File: src/rtl/dtmr_pkg.sv
package dtmr_pkg;
  localparam int BYTE_W  = 8;
  localparam int PRESC_W = 5;
  localparam int ADDR_W  = 3;
  localparam int N_TMR   = 2;

  typedef enum logic [1:0] {
    MD_PRESC13 = 2'b00,
    MD_CASC16  = 2'b01,
    MD_RELOAD8 = 2'b10,
    MD_SPLIT   = 2'b11
  } tmr_mode_e;

  localparam int A_MODE = 0;
  localparam int A_CTRL = 1;
  localparam int A_LO0  = 2;
  localparam int A_HI0  = 3;
  localparam int A_LO1  = 4;
  localparam int A_HI1  = 5;
endpackage

File: src/rtl/dtmr_sync.sv
module dtmr_sync #(
  parameter int STAGES = 2,
  parameter bit EDGE   = 1'b0
) (
  input  logic clk,
  input  logic rst_n,
  input  logic din,
  output logic sig
);
  logic [STAGES-1:0] chain;

  always_ff @(posedge clk) begin
    if (!rst_n) chain <= '0;
    else        chain <= {chain[STAGES-2:0], din};
  end

  if (EDGE) begin : g_fall
    logic last;
    always_ff @(posedge clk) begin
      if (!rst_n) last <= 1'b0;
      else        last <= chain[STAGES-1];
    end
    assign sig = last & ~chain[STAGES-1];

    // a single falling edge yields a single count pulse
    p_fall_single_r3: assert property (@(posedge clk) disable iff (!rst_n)
      sig |=> !sig);
  end else begin : g_level
    assign sig = chain[STAGES-1];
  end
endmodule

File: src/rtl/dtmr_core.sv
module dtmr_core
  import dtmr_pkg::*;
#(
  parameter int W     = 8,
  parameter int PW    = 5,
  parameter bit SPLIT = 1'b0
) (
  input  logic         clk,
  input  logic         rst_n,
  input  tmr_mode_e    mode,
  input  logic         cnt_en,
  input  logic         hi_en,
  input  logic         wr_lo,
  input  logic         wr_hi,
  input  logic [W-1:0] wdata,
  output logic [W-1:0] lo_q,
  output logic [W-1:0] hi_q,
  output logic         ovf_main,
  output logic         ovf_hi
);
  localparam int PRE_W = W + PW;
  localparam int CAS_W = 2 * W;

  logic [PRE_W-1:0] pre_v, pre_inc;
  logic [CAS_W-1:0] cas_v, cas_inc;
  logic [W-1:0]     lo_nx, hi_nx, sp_lo, sp_hi;
  logic             sp_ovf_lo, sp_ovf_hi;

  assign pre_v   = {hi_q, lo_q[PW-1:0]};
  assign pre_inc = pre_v + PRE_W'(1);
  assign cas_v   = {hi_q, lo_q};
  assign cas_inc = cas_v + CAS_W'(1);

  if (SPLIT) begin : g_split
    assign sp_lo     = cnt_en ? lo_q + W'(1) : lo_q;
    assign sp_hi     = hi_en  ? hi_q + W'(1) : hi_q;
    assign sp_ovf_lo = cnt_en & (&lo_q);
    assign sp_ovf_hi = hi_en  & (&hi_q);
  end else begin : g_hold
    assign sp_lo     = lo_q;
    assign sp_hi     = hi_q;
    assign sp_ovf_lo = 1'b0;
    assign sp_ovf_hi = 1'b0;

    // only the splittable unit may receive a high-byte enable
    p_no_hi_en_r10: assert property (@(posedge clk) disable iff (!rst_n)
      !hi_en);
    // a stopped unit keeps both bytes
    p_stopped_r9: assert property (@(posedge clk) disable iff (!rst_n)
      (mode == MD_SPLIT && !wr_lo && !wr_hi) |=> (lo_q == $past(lo_q) && hi_q == $past(hi_q)));
  end

  always_comb begin
    lo_nx    = lo_q;
    hi_nx    = hi_q;
    ovf_main = 1'b0;
    unique case (mode)
      MD_PRESC13: if (cnt_en) begin
        lo_nx    = {lo_q[W-1:PW], pre_inc[PW-1:0]};
        hi_nx    = pre_inc[PRE_W-1:PW];
        ovf_main = &pre_v;
      end
      MD_CASC16: if (cnt_en) begin
        {hi_nx, lo_nx} = cas_inc;
        ovf_main       = &cas_v;
      end
      MD_RELOAD8: if (cnt_en) begin
        if (&lo_q) begin
          lo_nx    = hi_q;
          ovf_main = 1'b1;
        end else begin
          lo_nx = lo_q + W'(1);
        end
      end
      default: begin
        lo_nx    = sp_lo;
        hi_nx    = sp_hi;
        ovf_main = sp_ovf_lo;
      end
    endcase
  end

  assign ovf_hi = (mode == MD_SPLIT) & sp_ovf_hi;

  always_ff @(posedge clk) begin
    if (!rst_n) begin
      lo_q <= '0;
      hi_q <= '0;
    end else begin
      lo_q <= wr_lo ? wdata : lo_nx;
      hi_q <= wr_hi ? wdata : hi_nx;
    end
  end

  // with no enable and no write, nothing moves
  p_idle_hold_r2: assert property (@(posedge clk) disable iff (!rst_n)
    (!cnt_en && !hi_en && !wr_lo && !wr_hi) |=> ($stable(lo_q) && $stable(hi_q)));
  // prescaler mode never touches the upper low-byte bits
  p_presc_top_r4: assert property (@(posedge clk) disable iff (!rst_n)
    (mode == MD_PRESC13 && !wr_lo) |=> (lo_q[W-1:PW] == $past(lo_q[W-1:PW])));
  // reload copies the high byte
  p_reload_r6: assert property (@(posedge clk) disable iff (!rst_n)
    (mode == MD_RELOAD8 && cnt_en && (&lo_q) && !wr_lo) |=> (lo_q == $past(hi_q)));
  // reload mode leaves the high byte alone
  p_reload_hi_r6: assert property (@(posedge clk) disable iff (!rst_n)
    (mode == MD_RELOAD8 && !wr_hi) |=> (hi_q == $past(hi_q)));
  // a byte write lands at the next edge
  p_wr_lo_r11: assert property (@(posedge clk) disable iff (!rst_n)
    wr_lo |=> (lo_q == $past(wdata)));
endmodule

File: src/rtl/dual_tmr_top.sv
module dual_tmr_top
  import dtmr_pkg::*;
#(
  parameter int DATA_W      = BYTE_W,
  parameter int PRE_W       = PRESC_W,
  parameter int SYNC_STAGES = 2,
  parameter int AW          = ADDR_W
) (
  input  logic              clk,
  input  logic              rst_n,
  input  logic              tick,
  input  logic [1:0]        cnt_pin,
  input  logic [1:0]        gate_pin,
  input  logic [1:0]        flag_clr,
  input  logic              reg_we,
  input  logic [AW-1:0]     reg_waddr,
  input  logic [DATA_W-1:0] reg_wdata,
  input  logic [AW-1:0]     reg_raddr,
  output logic [DATA_W-1:0] reg_rdata,
  output logic [1:0]        tmr_ovf
);
  localparam int NT       = N_TMR;
  localparam int FIELD_W  = DATA_W / NT;

  logic [DATA_W-1:0]         mode_q;
  logic [NT-1:0]             run_q, flag_q, flag_set, flag_base;
  logic [NT-1:0]             cnt_fall, gate_lvl, cnt_en, hi_en, wr_lo, wr_hi;
  logic [NT-1:0]             ovf_main, ovf_hi;
  logic [NT-1:0][DATA_W-1:0] lo_q, hi_q;
  logic                      mode_wr, ctrl_wr, split0;

  assign mode_wr = reg_we && (reg_waddr == AW'(A_MODE));
  assign ctrl_wr = reg_we && (reg_waddr == AW'(A_CTRL));
  assign split0  = (mode_q[1:0] == MD_SPLIT);

  assign hi_en[0] = tick & run_q[1];
  assign hi_en[1] = 1'b0;

  for (genvar i = 0; i < NT; i++) begin : g_tmr
    tmr_mode_e md;
    logic      ct_sel, gate_sel, gate_ok;

    assign md       = tmr_mode_e'(mode_q[FIELD_W*i+1 -: 2]);
    assign ct_sel   = mode_q[FIELD_W*i+2];
    assign gate_sel = mode_q[FIELD_W*i+3];
    assign gate_ok  = run_q[i] & (~gate_sel | gate_lvl[i]);
    assign cnt_en[i] = gate_ok & (ct_sel ? cnt_fall[i] : tick);
    assign wr_lo[i] = reg_we && (reg_waddr == AW'(A_LO0 + 2*i));
    assign wr_hi[i] = reg_we && (reg_waddr == AW'(A_HI0 + 2*i));

    dtmr_sync #(.STAGES(SYNC_STAGES), .EDGE(1'b1)) u_cnt_sync (
      .clk(clk), .rst_n(rst_n), .din(cnt_pin[i]), .sig(cnt_fall[i]));
    dtmr_sync #(.STAGES(SYNC_STAGES), .EDGE(1'b0)) u_gate_sync (
      .clk(clk), .rst_n(rst_n), .din(gate_pin[i]), .sig(gate_lvl[i]));

    dtmr_core #(.W(DATA_W), .PW(PRE_W), .SPLIT(i == 0)) u_core (
      .clk(clk), .rst_n(rst_n), .mode(md), .cnt_en(cnt_en[i]), .hi_en(hi_en[i]),
      .wr_lo(wr_lo[i]), .wr_hi(wr_hi[i]), .wdata(reg_wdata),
      .lo_q(lo_q[i]), .hi_q(hi_q[i]), .ovf_main(ovf_main[i]), .ovf_hi(ovf_hi[i]));
  end

  assign flag_set[0] = ovf_main[0];
  assign flag_set[1] = split0 ? ovf_hi[0] : (ovf_main[1] | ovf_hi[1]);
  assign flag_base   = ctrl_wr ? reg_wdata[NT+1:NT] : flag_q;

  always_ff @(posedge clk) begin
    if (!rst_n) begin
      mode_q <= '0;
      run_q  <= '0;
      flag_q <= '0;
    end else begin
      if (mode_wr) mode_q <= reg_wdata;
      if (ctrl_wr) run_q  <= reg_wdata[NT-1:0];
      flag_q <= (flag_base & ~flag_clr) | flag_set;
    end
  end

  always_comb begin
    reg_rdata = '0;
    case (int'(reg_raddr))
      A_MODE:  reg_rdata = mode_q;
      A_CTRL:  reg_rdata = DATA_W'({flag_q, run_q});
      A_LO0:   reg_rdata = lo_q[0];
      A_HI0:   reg_rdata = hi_q[0];
      A_LO1:   reg_rdata = lo_q[1];
      A_HI1:   reg_rdata = hi_q[1];
      default: reg_rdata = '0;
    endcase
  end

  assign tmr_ovf = flag_q;

  // an overflow raises the flag on the next edge
  p_flag_set0_r7: assert property (@(posedge clk) disable iff (!rst_n)
    ovf_main[0] |=> tmr_ovf[0]);
  // without a clear the flag stays set
  p_flag_sticky_r7: assert property (@(posedge clk) disable iff (!rst_n)
    (tmr_ovf[1] && !flag_clr[1] && !ctrl_wr) |=> tmr_ovf[1]);
  // split high-byte rollover is routed to flag1
  p_split_route_r10: assert property (@(posedge clk) disable iff (!rst_n)
    (split0 && ovf_hi[0]) |=> tmr_ovf[1]);
  // a control write does not disturb an idle count
  p_run_keep_r8: assert property (@(posedge clk) disable iff (!rst_n)
    (ctrl_wr && !cnt_en[1] && !wr_lo[1] && !wr_hi[1]) |=> $stable(lo_q[1]));
endmodule

File: config.mk
export PLATFORM = sky130hd
export DESIGN_NAME = dual_tmr_top
export DESIGN_NICKNAME = d
export VERILOG_FILES = /design/src/rtl/dtmr_pkg.sv /design/src/rtl/dtmr_sync.sv /design/src/rtl/dtmr_core.sv /design/src/rtl/dual_tmr_top.sv
export SDC_FILE = /design/constraint.sdc
export NUM_CORES = 1
export LEC_CHECK = 0
export ABC_AREA = 1
export BUFFER_PORTS_ARGS = -buffer_cell sky130_fd_sc_hd__buf_2
export CAP_MARGIN = 10
export CORE_MARGIN = 4
export CORE_UTILIZATION = 59
export CTS_BUF_LIST = sky130_fd_sc_hd__clkbuf_4 sky130_fd_sc_hd__clkbuf_8
export CTS_CLUSTER_DIAMETER = 30
export DETAILED_ROUTE_END_ITERATION = 12
export HOLD_SLACK_MARGIN = 0.05
export PLACE_DENSITY_LB_ADDON = 0.05
export RECOVER_POWER = 50
export SLEW_MARGIN = 5
export SYNTH_ARGS = -nofsm -noshare
export SYNTH_HDL_FRONTEND = slang
export SYNTH_SLANG_ARGS = --single-unit
File: constraint.sdc
create_clock -name clk -period 1.65 [get_ports clk]
set_input_delay 0.0825 -clock clk [delete_from_list [all_inputs] [get_ports clk]]
set_output_delay 0.0825 -clock clk [all_outputs]
set_load 0.03 [all_outputs]
## Word-level counts from Yosys, hierarchy flattened

Cells that the tools add are included.

| storage, ports and cells | value |
|---|---|
| register bits | 54 |
| input bits | 24 |
| output and inout port bits | 10 |
| word-level logic and storage cells | 130 |

| operators by class | value |
|---|---|
| add/subtract/negate cells | 7 |
| eq/ne operators | 25 |
| muxes and demuxes | 37 |
| bitwise gates (word level) | 19 |
| reductions and logical operators | 27 |

Operators by type and width:

| cell | number |
|---|---|
| 8-bit 2-to-1 mux | 16 |
| 8-bit one-hot mux with 3 select lines | 3 |
| 8-bit one-hot mux with 6 select lines | 1 |
| 16-bit by 1-bit adder with 16-bit output (second input constant) | 2 |
| 16-bit AND reduction | 2 |
| 13-bit by 1-bit adder with 13-bit output (second input constant) | 2 |
| 13-bit AND reduction | 2 |
| 8-bit by 1-bit adder with 8-bit output (second input constant) | 3 |
| 8-bit AND reduction | 3 |
| 3-bit by 1-bit inequality test with 1-bit output (second input constant) | 7 |
| 8-bit one-hot mux with 2 select lines | 1 |
| 3-bit by 2-bit equality test with 1-bit output (second input constant) | 4 |
| 3-bit equality test (second input constant) | 4 |
| 4-bit AND reduction | 3 |
| 1-bit 2-to-1 mux | 11 |
| 1-bit AND | 10 |
| 5-bit 2-to-1 mux | 2 |
| 4-bit nonzero test | 2 |
| 2-bit equality test (second input constant) | 3 |
| 3-bit by 1-bit equality test with 1-bit output (second input constant) | 2 |
| 1-bit logical AND | 6 |
| 3-bit logical NOT | 2 |
| 2-bit by 1-bit inequality test with 1-bit output (second input constant) | 3 |
| 1-bit one-hot mux with 3 select lines | 2 |
| other kinds (12) | 19 |

## Depth between registers and ports, before layout

| depth | value |
|---|---|
| depth after elaboration | 8 |
| gate-level depth with buffers | 11 |

## Hierarchy

Synthesis repeated with hierarchy kept, for this count alone.

| second synthesis, totals | value |
|---|---|
| cell total of the unflattened synthesis | 716 |
| area total of the unflattened synthesis | 4236.6 µm² |

By module, submodules not included:

| module | instances | cells an instance | area each (µm²) | seq. area each (µm²) |
|---|---|---|---|---|
| dtmr_core at g_tmr[0].u_core | 1 | 252 | 1493.9 | 320.3 |
| dtmr_core at g_tmr[1].u_core | 1 | 253 | 1486.4 | 320.3 |
| dual_tmr_top | 1 | 177 | 965.9 | 240.2 |
| dtmr_sync at g_tmr[0].u_cnt_sync ... | 2 | 11 | 90.1 | 60.1 |
| dtmr_sync at g_tmr[0].u_gate_sync ... | 2 | 6 | 55.1 | 40.0 |

## Least setup slack after synthesis

OpenSTA, ideal clock, no wires.

| timing path | value |
|---|---|
| path kind | register to register |
| start point | register g_tmr[1].u_core.lo_q[0] |
| end point | register flag_q[1] (netlist: tmr_ovf[1]) |
| library setup time | 0.074 ns |
| data arrival time | 1.446 ns |
| required time | 1.576 ns |
| setup slack | 0.130 ns |
| cell stages (with the launch flop) | 11 |
| buffers on the path | 0 |
| period minus slack after synthesis | 1.520 ns |
| path through | dfxtp_1 > ha_1 > nand2_1 > nor2_4 > ha_1 > nor2_1 > nor2_1 > o21ai_0 > nor2_1 > nand3_1 > a31oi_1 |

| between the ends | value |
|---|---|
| word-level cells in the longest chain between the ends | 6 |

Ends and longest elaborated chain:

| what | line | RTL |
|---|---|---|
| start, declared | dtmr_core.sv:16 | `output logic [W-1:0] lo_q,` |
| start signal, assigned | dtmr_core.sv:90 | `lo_q <= wr_lo ? wdata : lo_nx;` |
| 8-bit AND reduction | dtmr_core.sv:68 | `if (&lo_q) begin` |
| 1-bit 2-to-1 mux | dtmr_core.sv:68 |  |
| 1-bit 2-to-1 mux | dtmr_core.sv:67 | `MD_RELOAD8: if (cnt_en) begin` |
| 1-bit one-hot mux with 3 select lines (*) | dtmr_core.sv:57 | `unique case (mode)` |
| 1-bit 2-to-1 mux (*) | dual_tmr_top.sv:63 | `assign flag_set[1] = split0 ? ovf_hi[0] : (ovf_main[1] \| ovf_hi[1]);` |
| 2-bit OR (*) | dual_tmr_top.sv:74 | `flag_q <= (flag_base & ~flag_clr) \| flag_set;` |
| end signal, assigned | dual_tmr_top.sv:74 |  |
| end, declared | dual_tmr_top.sv:26 | `logic [NT-1:0] run_q, flag_q, flag_set, flag_base;` |

Mark *: on every way between the ends. The rest lies on a longest branch, timed or not.
A chain may end at the register's enable or synchronous reset.

## Worst setup path after layout

| timing path | value |
|---|---|
| start point | register g_tmr[1].u_core.hi_q[3] |
| end point | output port reg_rdata[3] |

| between the ends | value |
|---|---|
| word-level cells in the longest chain between the ends | 1 |

Ends and longest elaborated chain:

| what | line | RTL |
|---|---|---|
| start, declared | dtmr_core.sv:17 | `output logic [W-1:0] hi_q,` |
| start signal, assigned | dtmr_core.sv:91 | `hi_q <= wr_hi ? wdata : hi_nx;` |
| 8-bit one-hot mux with 6 select lines | dual_tmr_top.sv:80 | `case (int'(reg_raddr))` |
| end, declared | dual_tmr_top.sv:19 | `output logic [DATA_W-1:0] reg_rdata,` |

No other way between the ends.

==> flow_metrics.env <==
export IMPL_cts_made_buffers=5
export IMPL_synth_top_cell_area_share_pct=26.7
export IMPL_utilization_pct=76.5
export IMPL_drt_initial_drc_count=669
export IMPL_maxSlewHeadroom_pct=58.9
export IMPL_cp_end_kind="output pin"
export IMPL_violations="negative setup slack"
export IMPL_power_density_nw_per_um2=566
export IMPL_tightest_slew_ns=0.614
export IMPL_slowest_stage="dfxtp_1"
export IMPL_port_buffers=33
export IMPL_wl_met1_microns=5880
export IMPL_clock_sinks=54
export IMPL_holdWs_ns=0.0725
export IMPL_final_cell_area_sq_um=4970
export IMPL_antenna_cells=0
export IMPL_crit_start="g_tmr[1].u_core.hi_q[3]"
export IMPL_overflow=0
export IMPL_rsz0062_at_grt="true"
export IMPL_dpl_hpwl_microns=11100
export IMPL_die_h_microns=90.8
export IMPL_drive_gt1_share_pct=25.1
export IMPL_grt_pass1_vias=4523
export IMPL_place_gp_congestion=1.09
export IMPL_yosysTopAreaCell="dfxtp_1"
export IMPL_netlist_area_sq_um=4050
export IMPL_wl_per_cell_microns=18.5
export IMPL_core_sq_um=6490
export IMPL_status="complete, but fails checks"
export IMPL_worstRegToRegCells=9
export IMPL_synth_seq_area_share_pct=26.7
export IMPL_worstPathRequired_ns=1.57
export IMPL_max_vdd_ir_drop_mv=0.501
export IMPL_cts_tree="yes"
export IMPL_grt_usage_pct=34.9
export IMPL_cts_max_level=2
export IMPL_path_class="flip-flop to output pin"
export IMPL_start_util_pct=62.3
export IMPL_finalClockSkew_ns=0.0201
export IMPL_start_kind="flip-flop"
export IMPL_cts_root_buf="clkbuf_8"
export IMPL_grt_pass1_wl_microns=23100
export IMPL_rows=29
export IMPL_leakage_nw=2.23
export IMPL_rr_endpoint="g_tmr[1].u_core.lo_q[1]"
export IMPL_grt_max_degree=28
export IMPL_avgSynthCellArea_sq_um=6.09
export IMPL_power_mw=2.82
export IMPL_synthCells=664
export IMPL_vias=5062
export IMPL_die_w_microns=90.8
export IMPL_dp_cells=799
export IMPL_clk_pin_slew_ns=0.11
export IMPL_tns_ns=-0.0269
export IMPL_yosys_cell_types_count=40
export IMPL_clk_latency_ns=0.33
export IMPL_arrival_ns=1.59
export IMPL_dr_pass1_iters=7
export IMPL_synth_ff_latch_count=54
export IMPL_min_period_over_period_pct=102
export IMPL_synth_nets=697
export IMPL_period_needed_ns=1.68
export IMPL_wl_met3_microns=2120
export IMPL_areaGrowthSynthToFinish_pct=22.9
export IMPL_final_common_cell="nand2_1"
export IMPL_hold_viol=0
export IMPL_die_area_sq_um=8250
export IMPL_dpl_cell_area_sq_um=4540
export IMPL_nFillCells=538
export IMPL_top_layer_used="met4"
export IMPL_cap_violations=0
export IMPL_antenna_found_initial=0
export IMPL_yosysWarningCount=0
export IMPL_synthTopCellsByArea="dfxtp_1 (27%), nand2_1 (14%), inv_1 (8.7%), nand3_1 (7.9%), a21oi_1 (7.5%)"
export IMPL_drc_errors=0
export IMPL_setup_ws_ns=-0.0269
export IMPL_dpl_worst_slack_ns=-0.0143
export IMPL_io_pins=34
export IMPL_rrSetupSlack_ns=0.01
export IMPL_setup_violations=1
export IMPL_worstPathMaxFanout=4
export IMPL_slowest_delay_ns=0.45
export IMPL_wl_met2_microns=6520
export IMPL_routed_wl_microns=15200
export IMPL_rr_startpoint="mode_q[4]"
export IMPL_register_area_sq_um=1100
export IMPL_finalNonFillerCells=822
export IMPL_path_cells="inv_1, o22ai_1, a21oi_1, o211ai_1, buf_2"
export IMPL_hold_class="input pin to flip-flop"
export IMPL_layout_common_cells="nand2_1 (139), inv_1 (87), nand3_1 (62), a21oi_1 (55), nor2_1 (51)"
export IMPL_viasPerCell=6.16
export IMPL_ant_nets=0
export IMPL_cts_buffer_depth=2
export IMPL_multiInputGateArea_sq_um=2690
export IMPL_layout_nets=777
export IMPL_finalMaxSlewViolations=0
export IMPL_max_freq_mhz=596
export IMPL_endpoint="reg_rdata[3]"
routing by layer:
| layer | vias to the layer above | track usage [%] |
|---|---|---|
| met5 | - | 0 |
| met1 | 2253 | 48.7 |
| met3 | 68 | 7.67 |
| li1 | 2350 | - |
| met2 | 391 | 53.7 |
| met4 | 0 | 10.6 |
power by group:
part / leakage [nW] / internal, mW / switching (mW)
logic: 1.73 / 0.204 / 0.378
clock network: 0.0502 / 0.316 / 0.510
registers: 0.448 / 1.35 / 0.0528
synthesized netlist by cell type (all sizes together):
library cell  number
nor2              72
o21ai             61
clkinv             2
nor4               1
a31oi              8
clkbuf             7
dfxtp             54
ha                 9
a21oi             63
buf                9
xnor2              1
a21o               2
or2                2
o21bai             1
nand4              8
xor2               6
a221oi             3
a22oi              6
nor3               9
o221ai             1
o22ai             10
inv              104
nand2            154
o211ai             6
nand3             65
timing repair:
| item | in CTS | in global routing |
|---|---|---|
| pin swaps | 0 | 17 |
| hold buffers | 4 | 0 |
| gates cloned | 0 | 2 |
| setup endpoints to repair | 8 | 35 |
| resized for setup | 9 | 69 |
| setup buffers | 0 | 9 |
| hold endpoints to repair | 4 | 0 |
cell type report:
class	count	share of cell area [%]
Multi-Input combinational cell	489	54.2
Sequential cell	54	22.2
Timing Repair Buffer	87	11.6
Inverter	106	8.00
Tap cell	77	1.94
Clock buffer	5	1.38
Clock inverter	3	0.579
Timing Repair inverter	1	0.151
worst max-delay path, delay by kind of cell (launching register included):
kind | cells | cell delay (ns)
buf+inv | 2 | 0.40
flops | 1 | 0.45
compound gates | 3 | 0.43
flip-flops by register name, summed over array words and instances, names as in the netlist:
signal                        count
g_tmr.u_cnt_sync.chain            4
g_tmr.u_cnt_sync.g_fall.last      2
g_tmr.u_core.hi_q                16
g_tmr.u_core.lo_q                16
g_tmr.u_gate_sync.chain           4
mode_q                            8
run_q                             2
tmr_ovf                           2
worst min path at each step:
| stage | cells past startpoint | slack, ns | startpoint | endpoint |
|---|---|---|---|---|
| after global routing | 4 | 0.09 | flag_clr[1] | tmr_ovf[1] |
| after global placement | 3 | 0.26 | gate_pin[0] | g_tmr[0].u_gate_sync.chain[0] |
| after detailed placement | 3 | 0.27 | gate_pin[0] | g_tmr[0].u_gate_sync.chain[0] |
| final | 3 | 0.07 | reg_wdata[5] | g_tmr[1].u_core.lo_q[5] |
| after CTS | 3 | 0.07 | reg_wdata[5] | g_tmr[1].u_core.lo_q[5] |
| after floorplan | 2 | 0.18 | cnt_pin[0] | g_tmr[0].u_cnt_sync.chain[0] |
kinds of logic after synthesis:
family          Yosys count  synth area share [%]
simple gates            311                  35.3
compound gates          161                  22.1
buf+inv                 122                  11.6
flops                    54                  26.7
fa+ha+maj                 9                  2.78
xor+xnor                  7                  1.52
Power figures use the tool's default switching activity.
